[config.mk]
export PLATFORM = sky130hd
export DESIGN_NAME = shclk_timer
export DESIGN_NICKNAME = d
export VERILOG_FILES = /design/src/rtl/shclk_pkg.sv /design/src/rtl/shclk_count.sv /design/src/rtl/shclk_ctrl.sv /design/src/rtl/shclk_timer.sv
export SDC_FILE = /design/constraint.sdc
export NUM_CORES = 1
export LEC_CHECK = 0
export ABC_AREA = 1
export CAP_MARGIN = 20
export CELL_PAD_IN_SITES_DETAIL_PLACEMENT = 1
export CELL_PAD_IN_SITES_GLOBAL_PLACEMENT = 1
export CORE_MARGIN = 5
export CORE_UTILIZATION = 32
export CTS_CLUSTER_DIAMETER = 80
export DETAILED_ROUTE_END_ITERATION = 12
export GPL_ROUTABILITY_DRIVEN = 1
export PLACE_DENSITY_LB_ADDON = 0.1
export SLEW_MARGIN = 30
export SYNTH_ARGS = -nofsm -noshare
export SYNTH_HDL_FRONTEND = slang
export SYNTH_SLANG_ARGS = --single-unit
[constraint.sdc]
create_clock -name clk -period 1.9 [get_ports clk]
set_input_delay 0.38 -clock clk [delete_from_list [all_inputs] [get_ports clk]]
set_output_delay 0.38 -clock clk [all_outputs]
set_load 0.02 [all_outputs]
[src/rtl/shclk_pkg.sv]
package shclk_pkg;
  typedef enum logic [1:0] {
    TM_WIDE = 2'b00,
    TM_BAUD = 2'b01,
    TM_PWM  = 2'b10,
    TM_RSVD = 2'b11
  } tmode_e;
endpackage

[src/rtl/shclk_count.sv]
module shclk_count
  import shclk_pkg::*;
#(
  parameter int HALF_W = 8,
  localparam int CW = 2 * HALF_W
) (
  input  logic          clk,
  input  logic          rst_n,
  input  tmode_e        mode,
  input  logic [CW-1:0] cmp,
  input  logic          load,
  input  logic          clr,
  input  logic          full_rl,
  input  logic          adv,
  output logic          tout,
  output logic          tog,
  output logic          ev_raw
);
  logic [CW-1:0]     cnt, nxt;
  logic [HALF_W-1:0] lo, hi, c_lo, c_hi;
  logic              lo_z, hi_z;

  assign lo   = cnt[HALF_W-1:0];
  assign hi   = cnt[CW-1:HALF_W];
  assign c_lo = cmp[HALF_W-1:0];
  assign c_hi = cmp[CW-1:HALF_W];
  assign lo_z = (lo == '0);
  assign hi_z = (hi == '0);

  always_comb begin
    case (mode)
      TM_BAUD: begin
        tog    = lo_z;
        ev_raw = lo_z && hi_z;
        nxt    = {(lo_z ? (hi_z ? c_hi : HALF_W'(hi - 1'b1)) : hi),
                  (lo_z ? c_lo : HALF_W'(lo - 1'b1))};
      end
      TM_PWM: begin
        if (tout) begin
          tog    = lo_z;
          ev_raw = 1'b0;
          nxt    = {hi, (lo_z ? c_lo : HALF_W'(lo - 1'b1))};
        end else begin
          tog    = hi_z;
          ev_raw = hi_z;
          nxt    = {(hi_z ? c_hi : HALF_W'(hi - 1'b1)), lo};
        end
      end
      default: begin
        tog    = (cnt == '0);
        ev_raw = tog && tout;
        nxt    = tog ? cmp : CW'(cnt - 1'b1);
      end
    endcase
  end

  always_ff @(posedge clk or negedge rst_n) begin
    if (!rst_n) begin
      cnt  <= '0;
      tout <= 1'b0;
    end else begin
      if (clr) tout <= 1'b0;
      if (load) begin
        cnt <= cmp;
      end else if (full_rl) begin
        cnt  <= cmp;
        tout <= 1'b1;
      end else if (adv) begin
        cnt  <= nxt;
        tout <= tout ^ tog;
      end
    end
  end

  // PWM low phase must last exactly one hi-half count down: the output never rises while hi is nonzero
  assert_pwm_low_R5: assert property (@(posedge clk) disable iff (!rst_n)
    (mode == TM_PWM && adv && !load && !full_rl && !tout && !hi_z) |=> !tout);
endmodule

[src/rtl/shclk_ctrl.sv]
module shclk_ctrl (
  input  logic       clk,
  input  logic       rst_n,
  input  logic       en_trig,
  input  logic       dis_trig,
  input  logic       rst_trig,
  input  logic       start_en,
  input  logic [1:0] stop_cfg,
  input  logic       tout,
  input  logic       tog,
  input  logic       ev_raw,
  output logic       busy,
  output logic       start_bit,
  output logic       stop_bit,
  output logic       word_done,
  output logic       load,
  output logic       clr,
  output logic       full_rl,
  output logic       adv
);
  logic active, in_start, stop_cmp, stop_dis;
  logic pre, rise_p, term_stop, term_now, term, go, ev, rise_adv, arm_dis;

  assign go        = !active && en_trig;
  assign pre       = active && !rst_trig;
  assign rise_p    = pre && tog && !tout;
  assign term_stop = stop_dis && rise_p;
  assign term_now  = active && !stop_dis && dis_trig && !stop_cfg[1];
  assign term      = term_stop || term_now;
  assign adv       = pre && !term;
  assign full_rl   = adv && in_start && tog && !tout;
  assign rise_adv  = adv && tog && !tout;
  assign ev        = adv && ev_raw && !full_rl;
  assign load      = go || (active && rst_trig && !term);
  assign clr       = go || term;
  assign arm_dis   = active && !stop_dis && dis_trig && stop_cfg[1];

  always_ff @(posedge clk or negedge rst_n) begin
    if (!rst_n) begin
      active    <= 1'b0;
      in_start  <= 1'b0;
      stop_cmp  <= 1'b0;
      stop_dis  <= 1'b0;
      word_done <= 1'b0;
    end else if (go) begin
      active    <= 1'b1;
      in_start  <= start_en;
      stop_cmp  <= 1'b0;
      stop_dis  <= 1'b0;
      word_done <= 1'b0;
    end else if (term) begin
      active    <= 1'b0;
      in_start  <= 1'b0;
      stop_cmp  <= 1'b0;
      stop_dis  <= 1'b0;
      word_done <= 1'b0;
    end else begin
      word_done <= ev;
      if (full_rl) in_start <= 1'b0;
      if (ev && stop_cfg[0]) stop_cmp <= 1'b1;
      else if (rise_adv)     stop_cmp <= 1'b0;
      if (arm_dis) stop_dis <= 1'b1;
    end
  end

  assign busy      = active;
  assign start_bit = in_start;
  assign stop_bit  = stop_cmp || stop_dis;

  assert_enable_R2: assert property (@(posedge clk) disable iff (!rst_n)
    (!active && en_trig) |=> (active && !tout));
  assert_start_busy_R6: assert property (@(posedge clk) disable iff (!rst_n)
    in_start |-> active);
  assert_stop_end_R8: assert property (@(posedge clk) disable iff (!rst_n)
    $fell(stop_dis) |-> (!active && !tout));
  assert_imm_off_R11: assert property (@(posedge clk) disable iff (!rst_n)
    (active && !stop_dis && dis_trig && !stop_cfg[1]) |=> (!active && !tout && !stop_bit));
  assert_idle_low_R10: assert property (@(posedge clk) disable iff (!rst_n)
    !active |-> (!tout && !word_done));
endmodule

[src/rtl/shclk_timer.sv]
module shclk_timer
  import shclk_pkg::*;
#(
  parameter int HALF_W = 8,
  parameter int CFG_W  = 32,
  localparam int CW = 2 * HALF_W
) (
  input  logic             clk,
  input  logic             rst_n,
  input  logic [CFG_W-1:0] cmp_cfg,
  input  logic [1:0]       mode,
  input  logic [1:0]       stop_cfg,
  input  logic             start_en,
  input  logic             en_trig,
  input  logic             dis_trig,
  input  logic             rst_trig,
  output logic             tmr_out,
  output logic             start_bit,
  output logic             stop_bit,
  output logic             word_done,
  output logic             busy
);
  logic tog, ev_raw, load, clr, full_rl, adv;

  generate
    if (CFG_W > CW) begin : g_pad
      logic unused_upper;
      assign unused_upper = ^cmp_cfg[CFG_W-1:CW];
    end
  endgenerate

  shclk_count #(.HALF_W(HALF_W)) u_count (
    .clk     (clk),
    .rst_n   (rst_n),
    .mode    (tmode_e'(mode)),
    .cmp     (cmp_cfg[CW-1:0]),
    .load    (load),
    .clr     (clr),
    .full_rl (full_rl),
    .adv     (adv),
    .tout    (tmr_out),
    .tog     (tog),
    .ev_raw  (ev_raw)
  );

  shclk_ctrl u_ctrl (
    .clk       (clk),
    .rst_n     (rst_n),
    .en_trig   (en_trig),
    .dis_trig  (dis_trig),
    .rst_trig  (rst_trig),
    .start_en  (start_en),
    .stop_cfg  (stop_cfg),
    .tout      (tmr_out),
    .tog       (tog),
    .ev_raw    (ev_raw),
    .busy      (busy),
    .start_bit (start_bit),
    .stop_bit  (stop_bit),
    .word_done (word_done),
    .load      (load),
    .clr       (clr),
    .full_rl   (full_rl),
    .adv       (adv)
  );
endmodule

# Yosys cells after proc, flatten, opt, wreduce, memory -nomap -nowiden
# Cells that the tools add are included.
[word_totals]
register_bits = 22
input_bits = 42
output_inout_bits = 5
word_cells = 91
[op_classes]
add_sub_neg = 3
n_eq_ne = 5
mux = 31
n_bitwise = 1
n_reduce_logical = 43
[op_table]
columns = ["op", "n"]
rows = [
  ["16-bit two-way mux", 5],
  ["16-bit one-hot mux with 2 select lines", 1],
  ["8-bit two-way mux", 3],
  ["1-bit logical AND", 22],
  ["1-bit two-way mux", 20],
  ["16-bit zero test", 1],
  ["8-bit zero test", 2],
  ["16-bit by 1-bit subtractor with 16-bit output, second input constant", 1],
  ["8-bit by 1-bit subtractor with 8-bit output, second input constant", 2],
  ["3-bit nonzero test", 3],
  ["4-bit by 2-bit != test with 1-bit output, second input constant", 2],
  ["1-bit zero test", 7],
  ["1-bit logical OR", 4],
  ["4-bit by 3-bit != test with 1-bit output, second input constant", 1],
  ["1-bit one-hot mux with 2 select lines", 2],
  ["4-bit nonzero test", 1],
  ["3-bit AND reduction", 1],
  ["2-bit by 1-bit == test with 1-bit output, second input constant", 1],
  ["2-bit == test, second input constant", 1],
  ["2-bit AND reduction", 1],
  ["2-bit nonzero test", 1],
  ["1-bit XOR", 1],
]

# Logic depth before layout (Yosys ltp)
# Gate-level depths: netlist of the first run.
[depth]
word_depth = 18
mapped_depth = 16

# By module
# Synthesis of the first run repeated with hierarchy kept, for this count alone.
[hier_totals]
cells_unflattened = 342
area_unflattened_um2 = 2099.5
[by_module_without_submodules]
columns = ["module", "instances", "cells_each", "area_per_inst_um2", "seq_area_each_um2"]
rows = [
  ["shclk_count", 1, 303, 1809.2, 425.4],
  ["shclk_ctrl", 1, 39, 290.3, 125.1],
]

# Worst setup path after synthesis of the first run
# No wires, ideal clock.
[synth_path]
path_kind = "input-to-reg"
start = "input mode[0]"
end = "register u_count.cnt[1]"
arrival_ps = 1859
slack_ps = -75
cell_stages = 14
n_path_buf = 2
cell_sequence = "inv_1 -> ha_1 -> inv_1 -> nand3_2 -> nand3_4 -> nand3_2 -> nor2_2 -> nand3_2 -> buf_6 -> buf_6 -> nand3_1 -> nand2_1 -> nand2_1 -> nand2_1"
[synth_between]
elab_chain_cells = 13
word_cells_on_any_way = 21
[synth_lines]
columns = ["element", "line", "text"]
rows = [
  ["from (decl)", "shclk_timer.sv:11", "input logic [1:0] mode,"],
  ["2-bit == test / 2-bit by 1-bit == test with 1-bit output (equally long branches)", "shclk_count.sv:31", "case (mode)"],
  ["1-bit one-hot mux with 2 select lines", "shclk_count.sv:31", ""],
  ["1-bit logical AND (2 in a row)", "shclk_ctrl.sv:26", "assign rise_p = pre && tog && !tout;"],
  ["1-bit logical AND", "shclk_ctrl.sv:27", "assign term_stop = stop_dis && rise_p;"],
  ["1-bit logical OR", "shclk_ctrl.sv:29", "assign term = term_stop || term_now;"],
  ["1-bit zero test", "shclk_ctrl.sv:30, shclk_ctrl.sv:34", ""],
  ["1-bit logical AND", "shclk_ctrl.sv:30", "assign adv = pre && !term;"],
  ["1-bit logical AND (3 in a row)", "shclk_ctrl.sv:31", "assign full_rl = adv && in_start && tog && !tout;"],
  ["4-bit by 2-bit != test with 1-bit output (no line), or another cell as far along", "-", ""],
  ["2-bit AND reduction (no line) / 16-bit two-way mux (equally long branches)", "-", ""],
  ["to (signal assigned)", "shclk_count.sv:64", "cnt <= cmp;"],
  ["to (signal assigned)", "shclk_count.sv:66", "cnt <= cmp;"],
  ["to (signal assigned)", "shclk_count.sv:69", "cnt <= nxt;"],
  ["to (decl)", "shclk_count.sv:19", "logic [CW-1:0] cnt, nxt;"],
]
# Parallel ways exist; a longest one is shown, timed or not. The select of a mux whose other input is x is not followed.
# A chain may end at the register's enable or synchronous reset.

# Worst setup path in the final report of the first run
[layout_path]
start = "register u_count.cnt[1]"
end = "register u_count.cnt[5]"
[layout_between]
elab_chain_cells = 14
word_cells_on_any_way = 27
[layout_lines]
columns = ["element"]
rows = [
  ["parallel branches: the longest is 14 deep, another holds 16-bit by 1-bit subtractor with 16-bit output"],
]
# Several ways; the timed one is not identified. The select of a mux whose other input is x is not followed.

==> impl_metrics.ini, run 1 <==
[synth]
yosysWarningCount = 0
synth-seq-cells = 22
syn_area_per_cell_um2 = 6.33
synthesis.area_um2 = 2120
netlist.area_leader.share_pct = 26.0
syn_nets = 383
netlist_top_cells_area = dfrtp_1, nand2_1, nand3_1
synth_cells = 335
synth_top_area_cell = dfrtp_1
seq_area_frac_synth_pct = 26.0
synth_cell_type_count = 34

[timing]
rsz0062_at_grt = yes
finalCriticalPeriod_ns = 2.10
relSlewSlack_pct = 62.8
hold_slack_ns = 0.468
worst_slack_ns = -0.204
worst_slew_pin_slew_ns = 0.552
fmax_ghz = 0.475
setup_viol = 20
slew_viol_final = 0
fin_skew_ns = 0.00490
post-route-period-util_pct = 111
hold_viol = 0
tns_ns = -3.23

[power]
switching_share_pct = 50.2
seq_power_share_pct = 16.2
combPwrFrac_pct = 76.3
p_clk_share_pct = 7.5
leakage_nw = 1.71
total_power_w = 0.00508
vdd_drop_max_v = 0.000677
power.net_switching_w = 0.00255
powerDensity_nw_per_um2 = 1470
p_int_w = 0.00253

[cts]
path_clk_slew_ns = 0.10
numCtsBuffers = 3
cts_buffer_depth = 2
worstSkewPairLatency_ns = 0.28
htree_levels = 1
cts-hold-fix-buffers = 0
ctsRootBufferMaster = clkbuf_8
cts_tree = built
cts.sinks = 22

[critical_path]
r2r_slack_ns = -0.20
crit_fanout = 8
cp.buffers_inverters = 3
cp_top_family = simple AND/OR/NAND/NOR gates
path_class = register to register
cp-startpoint = u_count.cnt[1]
crit_path_max_incr_delay_ns = 0.42
start_kind = register
r2r_cells = 16
crit_path_frequent_cell = nand3_4
crit_chain = inv_2, ha_4, nand2_4, nor2_4, nand2_2, nand2_4, nand3_4, nand3_4, nor2_4, nand3_4, buf_6, nand3_4, nand2_4, inv_6, nand2_1, nand2_1
cp.arrival_ns = 2.29
required_ns = 2.08
critPathSlowestCell = dfrtp_1
worstReg2RegEnd = u_count.cnt[5]
end_kind = register
timing.rr.start = u_count.cnt[1]
cp-endpoint = u_count.cnt[5]
cp.depth = 16

[cells_and_area]
stdcell_count = 524
finalNetCount = 496
final_common_cell = nand2_1
areaGrowthSynthToFinish_pct = 63.2
antenna_cells = 0
stdcell_area_um2 = 3460
fill_cells = 828
drive_gt1_share_pct = 36.2
final_cell_mix = nand2_1, buf_4, nand3_1, clkdlybuf4s50_1, inv_1

[die]
initial_core_util_pct = 33.2
die_h_um = 91.4
coreArea_um2 = 6390
die_w_um = 91.4
io_pins = 47
rows = 29
fp.dieArea_um2 = 8350

[drt]
firstDrtPassIters = 4
wl_um = 9150
drtIter0Drc = 129
drtAntennaViolNets = 0
vias = 2692
drcViolationCount = 0
via_per_inst = 5.14
detail_route.wl_per_cell_um = 17.5

[placed_design]
place.gp.congestion = 0.802
hpwl_um = 5830
io_buffers = 30
placed_area_um2 = 2990
dpl.cell_count = 501

[run_status]
violations = negative setup slack
status = finished, violations left

[global_route]
grtUsageTotal_pct = 20.7
grt_max_degree = 23
grt_pass1_vias = 2843
antenna_found_initial = 0
grt_first_pass_wirelength_um = 14200
grt_overflow = 0

[run]
max_cap_violations = 0

[worst_hold_path]
min_path_type = primary input to async pin
## layer usage
layer,wire (um),global-route usage (%),vias to the layer above,part of all wire (%)
met2,4960,38.4,52,54
met1,3850,25.3,1314,42
met4,129,5.01,0,1.4
met5,0,0,-,0
li1,-,-,1311,-
met3,213,1.98,15,2.3
## cells by family (layout without fill, tap and decap cells)
kind of cell,count (synthesis),count (layout),share of synthesized area (%)
adders and majority gates,6,6,3.54
buffers and inverters,44,154,9.50
DFF,22,22,26.0
AOI/OAI and AO/OA,47,47,13.0
and+or+nand+nor,208,210,44.7
xor gates and xnor gates,8,8,3.31
## Yosys cell counts
library cell and n:
nand2_2 2, a22oi_1 2, o22ai_1 1, nand3b_1 1, a21oi_1 9, buf_6 3, ha_1 6, nor2_2 4
o221ai_1 1, o21ai_0 24, xor2_1 6, dfrtp_1 22, inv_1 34, nand2_4 4, nor3_1 4, nand3_1 30
nor3_2 1, buf_2 2, o21ai_2 3, o211ai_1 1, xnor2_1 2, nor2_4 1, buf_4 1, nor2_1 19
or2_2 2, nand2_1 131, inv_4 3, a211oi_1 2, nand3_4 1, inv_2 1, o2111ai_1 1, nand4_1 2
o31ai_1 3, nand3_2 6
## per-stage QoR
step	setup WS [ns]	utilization, %
finish	-0.204	54.2
CTS	-0.122	52.1
global route	-0.340	54.2
global placement	-0.748	46.9
floorplan	0.00353	-
detailed placement	-0.798	46.9
## worst reg2reg max path, stage by stage, from the launching register on
cell and delay [ns]:
dfrtp_1 0.42, inv_2 0.10, ha_4 0.15, nand2_4 0.07, nor2_4 0.16, nand2_2 0.09, nand2_4 0.10, nand3_4 0.10
nand3_4 0.09, nor2_4 0.04, nand3_4 0.12, buf_6 0.13, nand3_4 0.09, nand2_4 0.15, inv_6 0.07, nand2_1 0.08
nand2_1 0.05
## worst min path at each step
stage / start / end
2_1_floorplan: rst_n / u_count.cnt[0]
3_3_place_gp: u_ctrl.start_bit / u_ctrl.word_done
3_5_place_dp: u_ctrl.start_bit / u_ctrl.word_done
4_1_cts: rst_n / u_count.cnt[12]
5_1_grt: rst_n / u_ctrl.word_done
6_report: rst_n / u_count.cnt[9]
## flip-flops by register name (all words and copies together), names as in the netlist
name and flops:
u_count.cnt 16, u_ctrl.word_done 1, u_count.tout 1, u_ctrl.stop_dis 1
u_ctrl.stop_cmp 1, u_ctrl.busy 1, u_ctrl.start_bit 1
## power by group through the flow
stage	Combinational [W]	Sequential, W	Clock [W]
6_report	0.00388	0.000823	0.000382
4_1_cts	0.00355	0.000800	0.000386
5_1_grt	0.00424	0.000839	0.000406
3_5_place_dp	0.00319	0.000799	0
2_1_floorplan	0.00177	0.000853	0
3_3_place_gp	0.00312	0.000789	0
## final cells by class
class                           count  area (um2)  area share (%)
Multi-Input combinational cell    271        1600            46.2
Timing Repair Buffer              112         996            28.8
Inverter                           38         160            4.63
Clock buffer                        4        55.1            1.59
Tap cell                           77        96.3            2.78
Sequential cell                    22         553            16.0
## what timing repair did
item	4_1_cts	5_1_grt
gates cloned	2	1
endpoints found under the setup margin	20	21
setup buffers	10	6
gates resized for setup	45	29
pin swaps	20	17
Power figures use the tool's default switching activity.
==> inputs of run 2 (changes only) <==
--- a/config.mk
+++ b/config.mk
@@ -6,15 +6,14 @@
 export NUM_CORES = 1
 export LEC_CHECK = 0
 export ABC_AREA = 1
+export ABC_CLOCK_PERIOD_IN_PS = 1900
 export CAP_MARGIN = 20
-export CELL_PAD_IN_SITES_DETAIL_PLACEMENT = 1
-export CELL_PAD_IN_SITES_GLOBAL_PLACEMENT = 1
 export CORE_MARGIN = 5
-export CORE_UTILIZATION = 32
+export CORE_UTILIZATION = 46
 export CTS_CLUSTER_DIAMETER = 80
 export DETAILED_ROUTE_END_ITERATION = 12
 export GPL_ROUTABILITY_DRIVEN = 1
-export PLACE_DENSITY_LB_ADDON = 0.1
+export PLACE_DENSITY = 0.77
 export SLEW_MARGIN = 30
 export SYNTH_ARGS = -nofsm -noshare
 export SYNTH_HDL_FRONTEND = slang
==> run 2 against run 1 <==
  * The flow still finishes with violations (negative setup slack)
  * Global-route usage grew 4.0 points
  * Flip-flop and latch count is the same
  * Die area down 27%
  * Wire length decreased by 11%
  * Cell count is 7.3% lower
  * Register-to-register slack lost 0.02 ns
  * Critical endpoint is now u_count.cnt[0]
  * Total power is 0.15% lower
  * Sequential power grew 2.6%
  * Worst hold slack lost 0.014 ns
==> impl_metrics.ini, run 2 (synthesized netlist as in run 1, its figures left out) <==
[run_status]
status = finished, violations left
violations = negative setup slack

[cts]
cts_tree = built
numCtsBuffers = 3
cts-hold-fix-buffers = 0
path_clk_slew_ns = 0.09
cts_buffer_depth = 2
htree_levels = 1
worstSkewPairLatency_ns = 0.27
ctsRootBufferMaster = clkbuf_8
cts.sinks = 22

[timing]
post-route-period-util_pct = 112
relSlewSlack_pct = 63.0
fmax_ghz = 0.472
finalCriticalPeriod_ns = 2.12
slew_viol_final = 0
rsz0062_at_grt = yes
hold_viol = 0
worst_slack_ns = -0.220
worst_slew_pin_slew_ns = 0.554
fin_skew_ns = 0.0172
setup_viol = 16

[run]
max_cap_violations = 0

[power]
total_power_w = 0.00507
combPwrFrac_pct = 77.1
powerDensity_nw_per_um2 = 1500
vdd_drop_max_v = 0.000854
p_int_w = 0.00250
power.net_switching_w = 0.00257
p_clk_share_pct = 6.2
switching_share_pct = 50.7
seq_power_share_pct = 16.6
leakage_nw = 1.65

[placed_design]
place.gp.congestion = 0.973
io_buffers = 30
pre_cts_ws_ns = -0.684
dpl.cell_count = 464
placed_area_um2 = 2890
hpwl_um = 4810

[drt]
drtAntennaViolNets = 0
drtIter0Drc = 354
vias = 2755
wl_um = 8170
drcViolationCount = 0
firstDrtPassIters = 6
detail_route.wl_per_cell_um = 16.8
via_per_inst = 5.67

[critical_path]
r2r_slack_ns = -0.22
r2r_cells = 15
worstReg2RegEnd = u_count.cnt[0]
cp.arrival_ns = 2.29
required_ns = 2.07
path_class = register to register
start_kind = register
end_kind = register
timing.rr.start = u_count.cnt[8]
crit_fanout = 8

[cells_and_area]
drive_gt1_share_pct = 35.9
largest_reg_flops = 16
stdcell_count = 486
areaGrowthSynthToFinish_pct = 59.9
final_cell_mix = nand2_1, buf_4, clkdlybuf4s50_1
regMostFlops = u_count.cnt
stdcell_area_um2 = 3390
finalNetCount = 483
final_common_cell = nand2_1
antenna_cells = 0

[die]
die_h_um = 77.9
io_pins = 47
fp.dieArea_um2 = 6070
rows = 24
coreArea_um2 = 4410
initial_core_util_pct = 48.0
die_w_um = 77.9

[worst_hold_path]
min_path_type = primary input to async pin

[global_route]
grt_first_pass_wirelength_um = 12400
antenna_found_initial = 0
grt_max_degree = 17
grtUsageTotal_pct = 24.7
grt_overflow = 0
grt_pass1_vias = 2662
run 2: changes by cell type in the layout (fill, tap and decap cells not counted), moves of 3 or more:
cell and change:
nand2_1 -5, buf_4 -14, nand2_2 +3, o21ai_2 -3, buf_6 +3, nor2_4 +4, nor2_2 -3, nand3_1 -7
nand3_2 +6
run 2: how the worst max path moves through the flow:
stage / from / to / slack (ns) / depth (start not counted)
after floorplan: u_count.tout / u_count.cnt[1] / 0.004 / 15
after global placement: mode[0] / u_count.cnt[10] / -0.65 / 15
after detailed placement: mode[1] / u_count.cnt[0] / -0.68 / 16
after CTS: u_count.cnt[1] / u_count.cnt[14] / -0.04 / 15
after global routing: u_count.cnt[8] / u_count.cnt[0] / -0.35 / 15
final: u_count.cnt[8] / u_count.cnt[0] / -0.22 / 15
run 2: layer usage:
layer	routed length, um	share of wire (%)	up-vias	global-route usage [%]
met5	0	0	-	0
met1	3180	39	1270	32.1
met2	4010	49	157	40.7
li1	-	-	1286	-
met3	645	7.9	42	3.82
met4	326	4.0	0	9.97
run 2: power groups by stage:
stage | clock [W] | combinational (W) | sequential, W
floorplan | 0 | 0.00177 | 0.000853
global placement | 0 | 0.00288 | 0.000811
detailed placement | 0 | 0.00292 | 0.000815
CTS | 0.000315 | 0.00334 | 0.000807
global route | 0.000337 | 0.00424 | 0.000860
finish | 0.000316 | 0.00391 | 0.000844
run 2: repair_timing:
item / CTS / global route
pin swaps: 19 / 19
gates resized for setup: 44 / 46
buffers inserted: 14 / 5
endpoints found under the setup margin: 21 / 20
cloned: 2 / 0
run 2: through the flow:
stage               hold slack (ns)  util (%)  setup TNS [ns]
CTS                           0.433      72.7          -0.555
floorplan                    0.0844         -               0
global route                  0.472      76.8           -4.44
global placement              0.480      65.4          -10.87
finish                        0.453      76.8           -2.68
detailed placement            0.486      65.4          -12.91
run 2: worst max-delay path, cell delays in order (launching register included):
cell and delay [ns]:
dfrtp_1 0.40, inv_2 0.08, ha_4 0.17, nand2_2 0.08
nor2_4 0.05, nand2_2 0.09, nand2_4 0.07, nand3_4 0.12
nand2_4 0.09, o21ai_4 0.19, clkinv_4 0.17, buf_12 0.18
nand3_1 0.08, nand2_1 0.08, nand2_1 0.10, nand2_1 0.07
run 2: area by class of cell:
class	count	area, um2
Multi-Input combinational cell	271	1680
Fill cell	298	1020
Timing Repair Buffer	99	890
Sequential cell	22	553
Inverter	38	160
Tap cell	52	65.1
Clock buffer	4	45.0
